<file path="config.mk">
export PLATFORM = sky130hd
export DESIGN_NAME = adram_ctrl
export DESIGN_NICKNAME = d
export VERILOG_FILES = /design/src/rtl/adram_pkg.sv /design/src/rtl/adram_delay.sv /design/src/rtl/adram_refresh_sched.sv /design/src/rtl/adram_seq.sv /design/src/rtl/adram_ctrl.sv
export SDC_FILE = /design/constraint.sdc
export NUM_CORES = 1
export LEC_CHECK = 0
export BUFFER_PORTS_ARGS = -buffer_cell sky130_fd_sc_hd__buf_2
export CORE_MARGIN = 5
export CORE_UTILIZATION = 30
export DETAILED_ROUTE_END_ITERATION = 8
export GPL_TIMING_DRIVEN = 1
export MAX_ROUTING_LAYER = met4
export SLEW_MARGIN = 10
export SYNTH_ARGS = -nofsm -noshare
export SYNTH_HDL_FRONTEND = slang
export SYNTH_SLANG_ARGS = --single-unit
</file>
<file path="constraint.sdc">
create_clock -name clk -period 3.6 [get_ports clk]
set_input_delay 0.36 -clock clk [delete_from_list [all_inputs] [get_ports clk]]
set_output_delay 0.36 -clock clk [all_outputs]
set_load 0.01 [all_outputs]
</file>
<file path="src/rtl/adram_pkg.sv">
package adram_pkg;

    typedef enum logic [3:0] {
        ST_IDLE,
        ST_ROW,     // row on bus, strobes high (address set-up)
        ST_RAS,     // row strobe low, row held
        ST_COL,     // column on bus, column strobe still high
        ST_CAS,     // both strobes low, access or write
        ST_PRE,     // precharge, both strobes high
        ST_RCAS,    // refresh: column strobe leads
        ST_RREF     // refresh: both strobes low
    } seq_state_e;

    typedef struct packed {
        logic ras_n;
        logic cas_n;
        logic we_n;
    } strobe_t;

    function automatic int unsigned ns_to_cyc(input int unsigned ns,
                                              input int unsigned period_ps);
        return (ns * 1000 + period_ps - 1) / period_ps;
    endfunction

    function automatic int unsigned ns_floor_cyc(input int unsigned ns,
                                                 input int unsigned period_ps);
        return (ns * 1000) / period_ps;
    endfunction

    function automatic int unsigned max2(input int unsigned a, input int unsigned b);
        return (a > b) ? a : b;
    endfunction

    function automatic strobe_t strobes_for(input seq_state_e st, input logic is_wr);
        strobe_t s;
        s = '{ras_n: 1'b1, cas_n: 1'b1, we_n: 1'b1};
        case (st)
            ST_ROW:  s = '{ras_n: 1'b1, cas_n: 1'b1, we_n: !is_wr};
            ST_RAS:  s = '{ras_n: 1'b0, cas_n: 1'b1, we_n: !is_wr};
            ST_COL:  s = '{ras_n: 1'b0, cas_n: 1'b1, we_n: !is_wr};
            ST_CAS:  s = '{ras_n: 1'b0, cas_n: 1'b0, we_n: !is_wr};
            ST_RCAS: s = '{ras_n: 1'b1, cas_n: 1'b0, we_n: 1'b1};
            ST_RREF: s = '{ras_n: 1'b0, cas_n: 1'b0, we_n: 1'b1};
            default: s = '{ras_n: 1'b1, cas_n: 1'b1, we_n: 1'b1};
        endcase
        return s;
    endfunction

endpackage

</file>
<file path="src/rtl/adram_delay.sv">
module adram_delay #(
    parameter int unsigned W = 4
) (
    input  logic         clk,
    input  logic         rst,
    input  logic         load,
    input  logic [W-1:0] load_val,
    output logic         zero
);
    logic [W-1:0] cnt_q;

    always_ff @(posedge clk) begin
        if (rst)
            cnt_q <= '0;
        else if (load)
            cnt_q <= load_val;
        else if (cnt_q != '0)
            cnt_q <= cnt_q - 1'b1;
    end

    assign zero = (cnt_q == '0);

endmodule

</file>
<file path="src/rtl/adram_refresh_sched.sv">
module adram_refresh_sched #(
    parameter int unsigned PWRUP_CYC = 20000,
    parameter int unsigned INT_CYC   = 1560,
    parameter int unsigned INIT_REFS = 8
) (
    input  logic clk,
    input  logic rst,
    input  logic ack,
    output logic req,
    output logic init_done
);
    localparam int unsigned PW = $clog2(PWRUP_CYC + 1);
    localparam int unsigned IW = $clog2(INT_CYC + 1);
    localparam int unsigned NW = $clog2(INIT_REFS + 1);

    logic [PW-1:0] pause_q;
    logic [NW-1:0] left_q;
    logic [IW-1:0] int_q;
    logic          due_q;
    logic          pause_done;
    logic          wrap;

    assign pause_done = (pause_q == '0);
    assign init_done  = pause_done && (left_q == '0);
    assign wrap       = init_done && (int_q == IW'(INT_CYC - 1));

    always_ff @(posedge clk) begin
        if (rst)
            pause_q <= PW'(PWRUP_CYC);
        else if (!pause_done)
            pause_q <= pause_q - 1'b1;
    end

    always_ff @(posedge clk) begin
        if (rst)
            left_q <= NW'(INIT_REFS);
        else if (ack && pause_done && left_q != '0)
            left_q <= left_q - 1'b1;
    end

    always_ff @(posedge clk) begin
        if (rst || !init_done)
            int_q <= '0;
        else if (wrap)
            int_q <= '0;
        else
            int_q <= int_q + 1'b1;
    end

    always_ff @(posedge clk) begin
        if (rst)
            due_q <= 1'b0;
        else if (wrap)
            due_q <= 1'b1;
        else if (ack && init_done)
            due_q <= 1'b0;
    end

    assign req = (pause_done && left_q != '0) || due_q;

    // no refresh is granted while the power-up pause runs
    p_no_early_refresh_r2: assert property (@(posedge clk) disable iff (rst)
        ack |-> pause_done);

    // a due refresh stays pending until it is granted
    p_due_kept_r4: assert property (@(posedge clk) disable iff (rst)
        (due_q && !ack) |=> due_q);

endmodule

</file>
<file path="src/rtl/adram_seq.sv">
module adram_seq
    import adram_pkg::*;
#(
    parameter int unsigned AW       = 11,
    parameter int unsigned D_RAS    = 1,
    parameter int unsigned D_COL    = 1,
    parameter int unsigned D_CAS    = 6,
    parameter int unsigned D_PRE    = 6,
    parameter int unsigned D_RCAS   = 1,
    parameter int unsigned D_RREF   = 8,
    parameter int unsigned RAS_MIN  = 8,
    parameter int unsigned RP_MIN   = 6,
    parameter int unsigned RCD_MIN  = 2,
    parameter int unsigned RCD_MAX  = 6
) (
    input  logic            clk,
    input  logic            rst,
    input  logic            init_done,
    input  logic            ref_req,
    output logic            ref_ack,
    input  logic            req_valid,
    output logic            req_ready,
    input  logic            req_we,
    input  logic [2*AW-1:0] req_addr,
    input  logic            req_wdata,
    output logic            rd_valid,
    output logic            rd_data,
    output logic            dram_ras_n,
    output logic            dram_cas_n,
    output logic            dram_we_n,
    output logic [AW-1:0]   dram_addr,
    output logic            dram_din,
    input  logic            dram_dout
);
    localparam int unsigned DMAX  = max2(max2(max2(D_RAS, D_COL), max2(D_CAS, D_PRE)),
                                         max2(D_RCAS, D_RREF));
    localparam int unsigned TW    = $clog2(DMAX + 1);
    localparam int unsigned RUN_W = $clog2(RAS_MIN + RP_MIN + RCD_MAX + DMAX + 4) + 1;
    localparam logic [RUN_W-1:0] RUN_SAT = '1;

    seq_state_e    st_q, st_d;
    logic          wr_q, wd_q;
    logic [AW-1:0] row_q, col_q;
    logic          wr_n, wd_n;
    logic [AW-1:0] row_n, col_n;
    logic          accept;
    logic          t_zero;
    logic [TW-1:0] dur_m1;
    logic          capture;
    strobe_t       stb_n;

    assign req_ready = (st_q == ST_IDLE) && init_done && !ref_req;
    assign ref_ack   = (st_q == ST_IDLE) && ref_req;
    assign accept    = req_ready && req_valid;

    always_comb begin
        st_d = st_q;
        case (st_q)
            ST_IDLE: begin
                if (ref_req)     st_d = ST_RCAS;
                else if (accept) st_d = ST_ROW;
            end
            ST_ROW:  if (t_zero) st_d = ST_RAS;
            ST_RAS:  if (t_zero) st_d = ST_COL;
            ST_COL:  if (t_zero) st_d = ST_CAS;
            ST_CAS:  if (t_zero) st_d = ST_PRE;
            ST_PRE:  if (t_zero) st_d = ST_IDLE;
            ST_RCAS: if (t_zero) st_d = ST_RREF;
            ST_RREF: if (t_zero) st_d = ST_PRE;
            default: st_d = ST_IDLE;
        endcase
    end

    always_comb begin
        case (st_d)
            ST_RAS:  dur_m1 = TW'(D_RAS - 1);
            ST_COL:  dur_m1 = TW'(D_COL - 1);
            ST_CAS:  dur_m1 = TW'(D_CAS - 1);
            ST_PRE:  dur_m1 = TW'(D_PRE - 1);
            ST_RCAS: dur_m1 = TW'(D_RCAS - 1);
            ST_RREF: dur_m1 = TW'(D_RREF - 1);
            default: dur_m1 = '0;
        endcase
    end

    adram_delay #(.W(TW)) u_timer (
        .clk      (clk),
        .rst      (rst),
        .load     (st_d != st_q),
        .load_val (dur_m1),
        .zero     (t_zero)
    );

    assign wr_n  = accept ? req_we                : wr_q;
    assign wd_n  = accept ? req_wdata             : wd_q;
    assign row_n = accept ? req_addr[2*AW-1:AW]   : row_q;
    assign col_n = accept ? req_addr[AW-1:0]      : col_q;
    assign stb_n = strobes_for(st_d, wr_n);

    always_ff @(posedge clk) begin
        if (rst) begin
            st_q  <= ST_IDLE;
            wr_q  <= 1'b0;
            wd_q  <= 1'b0;
            row_q <= '0;
            col_q <= '0;
        end else begin
            st_q  <= st_d;
            wr_q  <= wr_n;
            wd_q  <= wd_n;
            row_q <= row_n;
            col_q <= col_n;
        end
    end

    // pins are registered from the next-state decode so they are glitch free
    always_ff @(posedge clk) begin
        if (rst) begin
            dram_ras_n <= 1'b1;
            dram_cas_n <= 1'b1;
            dram_we_n  <= 1'b1;
            dram_addr  <= '0;
            dram_din   <= 1'b0;
        end else begin
            dram_ras_n <= stb_n.ras_n;
            dram_cas_n <= stb_n.cas_n;
            dram_we_n  <= stb_n.we_n;
            dram_addr  <= (st_d == ST_COL || st_d == ST_CAS) ? col_n : row_n;
            dram_din   <= wd_n;
        end
    end

    assign capture = (st_q == ST_CAS) && t_zero && !wr_q;

    always_ff @(posedge clk) begin
        if (rst) begin
            rd_valid <= 1'b0;
            rd_data  <= 1'b0;
        end else begin
            rd_valid <= capture;
            if (capture)
                rd_data <= dram_dout;
        end
    end

    // checker counters: consecutive cycles of the row strobe low / high
    logic [RUN_W-1:0] low_run, high_run;

    always_ff @(posedge clk) begin
        if (rst) begin
            low_run  <= '0;
            high_run <= RUN_SAT;
        end else begin
            low_run  <= (!dram_ras_n && low_run != RUN_SAT) ? low_run + 1'b1
                      : (!dram_ras_n ? low_run : '0);
            high_run <= (dram_ras_n && high_run != RUN_SAT) ? high_run + 1'b1
                      : (dram_ras_n ? high_run : '0);
        end
    end

    // row strobe low width and precharge width
    p_ras_low_min_r7: assert property (@(posedge clk) disable iff (rst)
        $rose(dram_ras_n) |-> (low_run >= RUN_W'(RAS_MIN)));
    p_ras_pre_min_r7: assert property (@(posedge clk) disable iff (rst)
        $fell(dram_ras_n) |-> (high_run >= RUN_W'(RP_MIN)));

    // row-to-column strobe delay window in a user cycle
    p_rcd_window_r8: assert property (@(posedge clk) disable iff (rst)
        ($fell(dram_cas_n) && !dram_ras_n) |->
            (low_run >= RUN_W'(RCD_MIN) && low_run <= RUN_W'(RCD_MAX)));

    // in a refresh the column strobe was already low before the row strobe fell
    p_cbr_order_r3: assert property (@(posedge clk) disable iff (rst)
        ($fell(dram_ras_n) && !dram_cas_n) |-> ($past(dram_cas_n) == 1'b0));

    // write enable settled before the column strobe falls
    p_early_we_r5: assert property (@(posedge clk) disable iff (rst)
        ($fell(dram_cas_n) && !dram_ras_n) |-> $stable(dram_we_n));

    // the read return is a single-cycle pulse
    p_rd_pulse_r6: assert property (@(posedge clk) disable iff (rst)
        rd_valid |=> !rd_valid);

    // column strobe never rises while the row strobe stays low in a user cycle
    p_no_cut_r9: assert property (@(posedge clk) disable iff (rst)
        (!dram_ras_n && $rose(dram_cas_n)) |-> 1'b0);

endmodule

</file>
<file path="src/rtl/adram_ctrl.sv">
module adram_ctrl
    import adram_pkg::*;
#(
    parameter int unsigned DRAM_AW       = 11,
    parameter int unsigned CLK_PS        = 10000,
    parameter int unsigned T_RAS_NS      = 80,
    parameter int unsigned T_RP_NS       = 60,
    parameter int unsigned T_RCD_NS      = 20,
    parameter int unsigned T_RCD_MAX_NS  = 60,
    parameter int unsigned T_RAH_NS      = 10,
    parameter int unsigned T_CAS_NS      = 20,
    parameter int unsigned T_CSR_NS      = 5,
    parameter int unsigned T_CHR_NS      = 15,
    parameter int unsigned PWRUP_NS      = 200000,
    parameter int unsigned REF_INT_NS    = 15600,
    parameter int unsigned INIT_REFS     = 8
) (
    input  logic                 clk,
    input  logic                 rst,
    input  logic                 req_valid,
    output logic                 req_ready,
    input  logic                 req_we,
    input  logic [2*DRAM_AW-1:0] req_addr,
    input  logic                 req_wdata,
    output logic                 rd_valid,
    output logic                 rd_data,
    output logic                 dram_ras_n,
    output logic                 dram_cas_n,
    output logic                 dram_we_n,
    output logic [DRAM_AW-1:0]   dram_addr,
    output logic                 dram_din,
    input  logic                 dram_dout
);
    localparam int unsigned C_RAS     = max2(ns_to_cyc(T_RAS_NS, CLK_PS), 1);
    localparam int unsigned C_RP      = max2(ns_to_cyc(T_RP_NS, CLK_PS), 1);
    localparam int unsigned C_RAH     = max2(ns_to_cyc(T_RAH_NS, CLK_PS), 1);
    localparam int unsigned C_RCD     = max2(ns_to_cyc(T_RCD_NS, CLK_PS), C_RAH + 1);
    localparam int unsigned C_RCD_MAX = ns_floor_cyc(T_RCD_MAX_NS, CLK_PS);
    localparam int unsigned C_CAS     = max2(ns_to_cyc(T_CAS_NS, CLK_PS), 1);
    localparam int unsigned C_CSR     = max2(ns_to_cyc(T_CSR_NS, CLK_PS), 1);
    localparam int unsigned C_CHR     = ns_to_cyc(T_CHR_NS, CLK_PS);
    localparam int unsigned C_HOLD    = max2(C_CAS, (C_RAS > C_RCD) ? C_RAS - C_RCD : 1);
    localparam int unsigned C_RREF    = max2(C_RAS, C_CHR);
    localparam int unsigned C_PWRUP   = max2(ns_to_cyc(PWRUP_NS, CLK_PS), 1);
    localparam int unsigned C_REF_INT = max2(ns_to_cyc(REF_INT_NS, CLK_PS), C_RREF + C_RP + 2);

    logic ref_req, ref_ack, init_done;

    adram_refresh_sched #(
        .PWRUP_CYC (C_PWRUP),
        .INT_CYC   (C_REF_INT),
        .INIT_REFS (INIT_REFS)
    ) u_sched (
        .clk       (clk),
        .rst       (rst),
        .ack       (ref_ack),
        .req       (ref_req),
        .init_done (init_done)
    );

    adram_seq #(
        .AW      (DRAM_AW),
        .D_RAS   (C_RAH),
        .D_COL   (C_RCD - C_RAH),
        .D_CAS   (C_HOLD),
        .D_PRE   (C_RP),
        .D_RCAS  (C_CSR),
        .D_RREF  (C_RREF),
        .RAS_MIN (C_RAS),
        .RP_MIN  (C_RP),
        .RCD_MIN (C_RCD),
        .RCD_MAX (C_RCD_MAX)
    ) u_seq (
        .clk        (clk),
        .rst        (rst),
        .init_done  (init_done),
        .ref_req    (ref_req),
        .ref_ack    (ref_ack),
        .req_valid  (req_valid),
        .req_ready  (req_ready),
        .req_we     (req_we),
        .req_addr   (req_addr),
        .req_wdata  (req_wdata),
        .rd_valid   (rd_valid),
        .rd_data    (rd_data),
        .dram_ras_n (dram_ras_n),
        .dram_cas_n (dram_cas_n),
        .dram_we_n  (dram_we_n),
        .dram_addr  (dram_addr),
        .dram_din   (dram_din),
        .dram_dout  (dram_dout)
    );

    // checker counters for the start-up gate
    localparam int unsigned SW = $clog2(C_PWRUP + 1) + 1;
    localparam int unsigned GW = $clog2(INIT_REFS + 1);
    logic [SW-1:0] since_rst;
    logic [GW-1:0] grants;

    always_ff @(posedge clk) begin
        if (rst) begin
            since_rst <= '0;
            grants    <= '0;
        end else begin
            if (since_rst != SW'(C_PWRUP)) since_rst <= since_rst + 1'b1;
            if (ref_ack && grants != GW'(INIT_REFS)) grants <= grants + 1'b1;
        end
    end

    // no host request is taken before the pause and the start-up refreshes
    p_ready_gated_r2: assert property (@(posedge clk) disable iff (rst)
        req_ready |-> (since_rst == SW'(C_PWRUP) && grants == GW'(INIT_REFS)));

    // a pending refresh closes the host handshake
    p_refresh_first_r9: assert property (@(posedge clk) disable iff (rst)
        ref_req |-> !req_ready);

endmodule

</file>
# Yosys cells after proc, flatten, opt, wreduce, memory -nomap -nowiden
# Cells that the tools add are included.
# word_totals
reg_bits	79
latch_bits	0
ramBits	0
rom_bits	0
inputBits	28
out_inout_bits	18
word_cells	86
memories	0
# classes
n_addsub	4
multipliers	0
n_div	0
magnitude_cmp	0
n_eq_ne	16
shifts	0
mux	19
n_bitwise	0
reduce_logical	31
# op_table
cell	count
$mux 4	10
$mux 11	3
$eq 4x3->1 const B	8
$pmux 4 s7	1
$eq 4x2->1 const B	4
$logic_not 15->1	1
$pmux 3 s5	1
$sub 15x1->15 const B	1
$logic_and 1x1->1	12
$logic_not 4->1	3
$add 11x1->11 const B	1
$eq 11x11->1 const B	1
$eq 4x1->1 const B	2
$reduce_bool 4->1	2
$reduce_or 2->1	4
$sub 4x1->4 const B	2
$pmux 3 s2	1
$logic_not 1->1	4
$ne 4x4->1	1
$reduce_bool 2->1	2
$logic_or 1x1->1	3
$mux 1	3

# Logic depth before layout (Yosys ltp)
# Gate-level depths: netlist (run 1).
# logic_depth
word_depth	13
mapped_depth	11
depth_no_buf	8

# By module
# A second synthesis (run 1) with hierarchy kept.
# hier_totals
cells_unflattened	370
hier_area_um2	3497.1
# modules_own_cells
mod	n_inst	cells_per_inst	area_each_um2	seq_area_each_um2
adram_seq	1	177	1834.3	880.8
adram_refresh_sched	1	169	1433.9	620.6
adram_delay	1	24	229.0	80.1

# Worst setup path before layout (run 1)
# Ideal clock, no wire load.
# synth_path
kind	register to register
startpoint	reg u_sched.pause_q[0]
endpoint	reg u_seq.dram_addr[10]
setup_time_ps	121
arrival_time_ps	1997
required_time_ps	3479
setup_slack_ps	1481
path_stages_with_launch	11
n_path_buf	3
synth_period_minus_slack_ps	2119
path_cell_list	dfxtp_1 > inv_1 > ha_1 > nor4b_1 > and4_1 > buf_2 > and2_1 > buf_6 > o21ai_2 > buf_6 > mux2_4
# synth_between
elab_chain_len	12
word_cells_on_any_way	17
cone_classes	eq/ne (2); mux (6); reduce/logical (9)
# synth_rtl
element	line	rtl
from (decl)	adram_refresh_sched.sv:16	logic [PW-1:0] pause_q;
from (signal assigned)	adram_refresh_sched.sv:29	pause_q <= PW'(PWRUP_CYC);
from (signal assigned)	adram_refresh_sched.sv:31	pause_q <= pause_q - 1'b1;
$logic_not 15->1 *	adram_refresh_sched.sv:23	assign pause_done = (pause_q == '0);
$logic_and 1x1->1	adram_refresh_sched.sv:59	assign req = (pause_done && left_q != '0) || due_q;
$logic_or 1x1->1	adram_refresh_sched.sv:59	
$logic_not 1->1	adram_seq.sv:52	assign req_ready = (st_q == ST_IDLE) && init_done && !ref_req;
$logic_and 1x1->1	adram_seq.sv:52	
$logic_and 1x1->1	adram_seq.sv:54	assign accept = req_ready && req_valid;
$mux 4	adram_seq.sv:61	else if (accept) st_d = ST_ROW;
$mux 4	adram_seq.sv:60	if (ref_req) st_d = ST_RCAS;
$pmux 4 s7	adram_seq.sv:58	case (st_q)
$eq 4x2->1 / $eq 4x3->1 (equally long branches)	adram_seq.sv:128	dram_addr <= (st_d == ST_COL || st_d == ST_CAS) ? col_n : row_n;
$logic_or 1x1->1	adram_seq.sv:128	
$mux 11 *	adram_seq.sv:128	
to (signal assigned)	adram_seq.sv:128	
to (decl)	adram_seq.sv:31	output logic [AW-1:0] dram_addr,
# Every way passes the cells marked *; elsewhere a longest branch is shown, timed or not.
# A chain may end at the register's enable or synchronous reset.

# Worst setup path after layout (run 1)
# layout_path
startpoint	reg u_sched.pause_q[0]
endpoint	reg u_seq.u_timer.cnt_q[1]
# layout_between
elab_chain_len	13
word_cells_on_any_way	19
cone_classes	eq/ne (4); mux (5); reduce/logical (10)
# layout_rtl
element	line	rtl
$logic_not 15->1 *	adram_refresh_sched.sv:23	
$logic_and 1x1->1	adram_refresh_sched.sv:59	
$logic_or 1x1->1	adram_refresh_sched.sv:59	
$logic_not 1->1	adram_seq.sv:52	
$logic_and 1x1->1	adram_seq.sv:52	
$logic_and 1x1->1	adram_seq.sv:54	
$mux 4	adram_seq.sv:61	
$mux 4 *	adram_seq.sv:60	
$pmux 4 s7 *	adram_seq.sv:58	
$eq 4x3->1	adram_seq.sv:75	case (st_d)
$reduce_or 2->1 (no line)	n/a	
$pmux 3 s2	adram_seq.sv:75	
$mux 4	adram_delay.sv:15	else if (load)
to (signal assigned)	adram_delay.sv:16	cnt_q <= load_val;
to (signal assigned)	adram_delay.sv:18	cnt_q <= cnt_q - 1'b1;
to (decl)	adram_delay.sv:10	logic [W-1:0] cnt_q;
# Marked as above.

==> flow_summary.ini, run 1 <==
[sta]
rsz0062_at_grt = false
tightest_slew_ps = 635
drv_slew = 0
relSlewSlack_pct = 57.6
hold_viol = 0
clock.fmax_mhz = 382
setup_violations = 0
setup_slack_ps = 984
finalCritPeriodShare_pct = 72.7
fin_worst_skew_ps = 10.5
setup_tns_ps = 0
min_period_ps = 2620

[finish]
area_growth_pct = 17.7
diodes = 0
instances_no_fill = 578
final_layout_size_suffix_gt1_share_pct = 23.0
nets = 464
design_area_sq_um = 4090

[global_routing]
grt_pass1_vias = 2673
grt_pass1_wl_um = 12500
antenna_found_initial = 0
grt_max_degree = 36
grt_usage_pct = 11.2
grt_overflow = 0

[worst_setup_path]
critical_path_class = reg -> reg
critPathTopFamily = simple AND/OR/NAND/NOR gates
critPathMaxFanout = 27
crit-reg2reg-capture = u_seq.u_timer.cnt_q[1]
reg2reg_slack_ps = 980
cp.buffers_inverters = 1
critical_path.cell_chain = inv_1 > ha_1 > nor4b_1 > and4_1 > nand2_2 > o21a_1 > a2111o_1 > nand3_1
slowest_stage = and4_1
rr_worst_depth = 8
crit_path_start_kind = register
max_stage_delay_ps = 480
r2r_start = u_sched.pause_q[0]
worstPathRequired_ps = 3880
arrival_ps = 2890
cp-end-kind = register

[clock_network]
clock-root-buffer = clkbuf_16
clk_pin_slew_ps = 60
cts_setup_buffers = 0
cts_tree = built
cts_buffer_depth = 2
cts_buffers = 9
ctsResizeCount = 0
insertion_delay_ps = 340
cts_max_level = 3
clock-sinks = 79
hold_buffers = 0

[pwr]
power.leakage_nw = 1.53
power.total_w = 0.00194
power_density_nw_per_um2 = 474
pwr-share-comb_pct = 4.9
peakVddDrop_uv = 210
internal-power_w = 0.00149
seqPwrFrac_pct = 47.2
switching_share_pct = 23.0
power_frac_clock_pct = 47.9
p_switching_w = 0.000445

[detailed_routing]
drc = 0
via_count = 2731
drtIter0Drc = 137
wl_per_cell_um = 12.7
antenna_left = 0
drt_pass1_iterations = 4
wl_um = 7350
vias_per_cell = 4.72

[placement]
numPortBuffers = 45
dp_cells = 562
dp_worst_setup_slack_ps = 1060
place_congestion = 0.825
place_area_sq_um = 3780
dp_hpwl_um = 5120

[synth]
avgSynthCellArea_sq_um = 8.89
netlist_area_sq_um = 3470
seq_area_frac_synth_pct = 45.5
synth_cell_types = 50
synth-edff-count = 0
yosysWarningCount = 0
synth_top_flop_cell = dfxtp_1
synth-seq-cells = 79
postSynthCellCount = 391
async_flop_share_pct = 0
syn_nets = 425

[floorplan]
fp.dieH_um = 118
core-area_sq_um = 11400
ios = 46
fp.dieW_um = 118
start_util_pct = 30.6
rows = 39
dieArea_sq_um = 13800

[job]
maxCapViolCount = 0

[worst_hold_path]
hp-start = dram_dout
hold_path_class = in -> reg
hold_path_depth = 3
whs_endpoint = u_seq.rd_data

[outcome]
status = completed
## sequential cells by signal, summed over array words and instances (netlist names)
register and flops:
u_seq.st_q 4, u_sched.due_q 1, u_seq.dram_we_n 1, u_seq.dram_addr 11, u_seq.rd_data 1, u_seq.rd_valid 1, u_sched.left_q 4, u_seq.dram_cas_n 1
u_seq.u_timer.cnt_q 4, u_sched.int_q 11, u_seq.col_q 11, u_seq.dram_ras_n 1, u_sched.pause_q 15, u_seq.wr_q 1, u_seq.dram_din 1, u_seq.row_q 11
## synthesized netlist by cell type (all sizes together), types with 2 or more instances
cell	count	area (sq um)
nor3b	5	37.5
a211oi	2	15.0
nand4	2	12.5
xnor2	9	78.8
o21bai	2	15.0
or2	2	12.5
inv	9	33.8
nand2	69	262
and2	3	18.8
xor2	12	105
and3	3	18.8
nor4	6	52.6
mux2	12	173
o21ai	7	38.8
a21oi	40	268
o22ai	3	18.8
nand3	13	65.1
and4	3	26.3
or3	5	31.3
buf	11	83.8
ha	6	75.1
clkbuf	9	35.0
nand3b	3	22.5
nor2	42	158
nor3	12	60.1
nand2b	7	43.8
nor4b	2	17.5
mux2i	2	20.0
dfxtp	79	1580
## cell families after synthesis
group	Yosys count	synth area share (%)
simple gates	181	25.3
flops	79	45.5
compound gates	60	11.7
buf+inv	29	4.39
xor+xnor	21	5.29
mux	14	5.55
fa+ha+maj	6	2.16
other cells	1	0.108
## cells in the final DEF, fill, tap and decap left out, drive strengths merged, types with 2 or more instances in the layout
| cell type | instances |
|---|---|
| nand2 | 69 |
| xnor2 | 9 |
| o22ai | 3 |
| nor4b | 2 |
| clkinvlp | 2 |
| mux2 | 12 |
| dfxtp | 79 |
| o21ai | 7 |
| clkbuf | 10 |
| nor4 | 6 |
| nand2b | 7 |
| nor2 | 42 |
| mux2i | 2 |
| xor2 | 12 |
| or3 | 5 |
| clkinv | 2 |
| nor3 | 12 |
| nor3b | 5 |
| and3 | 3 |
| a21oi | 40 |
| nand4 | 2 |
| ha | 6 |
| nand3 | 13 |
| o21bai | 2 |
| and4 | 3 |
| and2 | 3 |
| buf | 48 |
| or2 | 2 |
| nand3b | 3 |
| inv | 10 |
| a211oi | 2 |
## through the flow
step,utilization [%],hold slack (ps)
finish,36.0,262
global route,36.0,279
detailed placement,33.3,440
floorplan,-,418
global placement,33.3,429
CTS,36.0,251
## worst max-delay path by stage
stage / from / to / slack, ps / cells after the start
2_1_floorplan: u_sched.pause_q[0] / u_seq.dram_addr[10] / 1480 / 10
3_3_place_gp: u_sched.pause_q[0] / u_seq.dram_addr[8] / 1080 / 9
3_5_place_dp: u_sched.pause_q[0] / u_seq.dram_addr[3] / 1060 / 9
4_1_cts: u_sched.pause_q[0] / u_seq.dram_addr[9] / 1030 / 9
5_1_grt: u_sched.pause_q[0] / u_seq.u_timer.cnt_q[1] / 830 / 8
6_report: u_sched.pause_q[0] / u_seq.u_timer.cnt_q[1] / 980 / 8
## power by group through the flow
stage / clock network [W] / logic (W) / registers [W]
2_1_floorplan: 0 / 0.0000702 / 0.000927
3_3_place_gp: 0 / 0.0000950 / 0.000933
3_5_place_dp: 0 / 0.0000962 / 0.000933
4_1_cts: 0.000949 / 0.0000964 / 0.000914
5_1_grt: 0.000985 / 0.000109 / 0.000917
6_report: 0.000928 / 0.0000957 / 0.000914
## routing by layer
metal,vias up,global-route usage [%],share of wire (%)
li1,1409,-,-
met1,1265,13.1,47
met2,49,18.0,48
met3,8,2.79,3.4
met4,0,5.23,1.5
met5,-,-,0
## tightest hold or removal path, cell delays in order
cell and delay (ps):
buf_2 70, mux2i_1 50, nor2_1 80
## layout make-up
| cell class | count | area [sq um] |
|---|---|---|
| Fill cell | 1156 | 7280 |
| Multi-Input combinational cell | 283 | 1740 |
| Inverter | 9 | 33.8 |
| Timing Repair Buffer | 48 | 248 |
| Tap cell | 143 | 179 |
| Clock buffer | 10 | 239 |
| Clock inverter | 6 | 67.6 |
| Sequential cell | 79 | 1580 |
Power figures use the tool's default switching activity.
==> inputs of run 2 (changes only) <==
==> constraint.sdc (replaced) <==
create_clock -name clk -period 2.5 [get_ports clk]
set_input_delay 0.25 -clock clk [delete_from_list [all_inputs] [get_ports clk]]
set_output_delay 0.25 -clock clk [all_outputs]
set_load 0.01 [all_outputs]
==> run 2 against run 1 <==
  * Die area stayed put
  * Critical path depth is 1 higher
  * First-iteration DRC count is 11% lower
  * Clock skew is 6.3 ps lower
  * Global-route usage hardly changed
  * Critical path type unchanged
  * Sequential share of layout area is 0.77 points lower
==> flow_summary.ini, run 2 (same netlist as run 1, synthesis figures left out) <==
[outcome]
status = completed

[sta]
fin_worst_skew_ps = 4.26
hold_viol = 0
setup_tns_ps = 0
rsz0062_at_grt = false
hold_slack_ps = 161
min_period_ps = 2360
finalCritPeriodShare_pct = 94.5
setup_violations = 0
drv_slew = 0
relSlewSlack_pct = 61.0
tightest_slew_ps = 583
clock.fmax_mhz = 423

[detailed_routing]
via_count = 2719
vias_per_cell = 4.62
drc = 0
antenna_left = 0
wl_per_cell_um = 12.6
wl_um = 7390
drtIter0Drc = 122
drt_pass1_iterations = 4

[worst_setup_path]
r2r_start = u_sched.pause_q[0]
crit_path_start_kind = register
critical_path_class = reg -> reg
arrival_ps = 2620
critical_path.cell_chain = inv_1 > ha_1 > nor4b_2 > and4_1 > buf_4 > a21oi_1 > and2_1 > o21ai_0 > o22ai_1
cp-end-kind = register
cp-startpoint = u_sched.pause_q[0]
max_stage_delay_ps = 430
cp.buffers_inverters = 2
slowest_stage = a21oi_1
critPathMaxFanout = 9
worstPathRequired_ps = 2760
critPathTopFamily = compound AO/OA/AOI/OAI gates

[pwr]
power.leakage_nw = 1.58
peakVddDrop_uv = 330
power_density_nw_per_um2 = 655

[clock_network]
insertion_delay_ps = 330
cts_buffer_depth = 2
cts_tree = built
clk_pin_slew_ps = 60
clock-sinks = 79
cts_buffers = 9
clock-root-buffer = clkbuf_16
cts_max_level = 3
hold_buffers = 0

[finish]
nets = 475
diodes = 0
largest_reg_flops = 15
instances_no_fill = 588
final_layout_size_suffix_gt1_share_pct = 24.9
top_register = u_sched.pause_q
area_growth_pct = 20.1
final_cell_mix = dfxtp_1 (79), nand2_1 (68), buf_2 (45)
final_common_cell = dfxtp_1
final_core_util_pct = 36.7

[placement]
place_congestion = 0.783
numPortBuffers = 45
dp_hpwl_um = 5220
dp_cells = 573

[floorplan]
fp.dieW_um = 118
fp.dieH_um = 118
start_util_pct = 30.6
ios = 46
dieArea_sq_um = 13800
core-area_sq_um = 11400
rows = 39

[worst_hold_path]
hp-start = dram_dout
hold_path_class = in -> reg

[global_routing]
grt_usage_pct = 11.2
grt_pass1_vias = 2699
grt_pass1_wl_um = 12500
grt_max_degree = 25
antenna_found_initial = 0
grt_overflow = 0

[job]
maxCapViolCount = 0
run 2: what timing repair did:
action                                  in CTS  in global routing
buffers inserted                             0                  0
resized for setup                            0                  3
endpoints found under the setup margin       0                  3
run 2: layout make-up:
| class | count | area, sq um |
|---|---|---|
| clock buffers | 10 | 229 |
| clock inverters | 5 | 60.1 |
| fillers | 1142 | 7200 |
| inverters | 9 | 33.8 |
| multi-input cells | 283 | 1760 |
| flip-flops and latches | 79 | 1580 |
| well taps | 143 | 179 |
| repair buffers | 59 | 330 |
run 2: path summary, 6_finish.rpt:
| kind | slack, ps | depth (start not counted) | end |
|---|---|---|---|
| setup reg to reg | 140 | 9 | u_seq.u_timer.cnt_q[0] |
| hold / removal | 160 | 3 | u_seq.rd_data |
| hold reg to reg | 450 | 2 | u_seq.row_q[9] |
| setup / recovery | 140 | 9 | u_seq.u_timer.cnt_q[0] |
run 2: report_power, final:
part | switching [W] | internal [W]
Clock | 0.000499 | 0.000769
Combinational | 0.0000797 | 0.0000693
Sequential | 0.0000327 | 0.00128
run 2: worst min-delay path: stages:
cell     delay, ps
buf_2           80
mux2i_1         50
nor2_1          80
run 2: layer usage:
metal  vias up  global-route usage [%]  wire, um
met4         0                    4.59       144
met2        28                    17.8      3610
met3        11                    3.03       163
met1      1257                    13.3      3470
li1       1423                       -         -
met5         -                       -         0
run 2: per-stage QoR:
step	worst slack (ps)	instance area, sq um	power (W)
floorplan	381	3470	0.00144
global placement	107	3860	0.00149
detailed placement	72.8	3860	0.00149
CTS	62.9	4150	0.00277
global route	5.32	4170	0.00284
finish	138	4170	0.00273
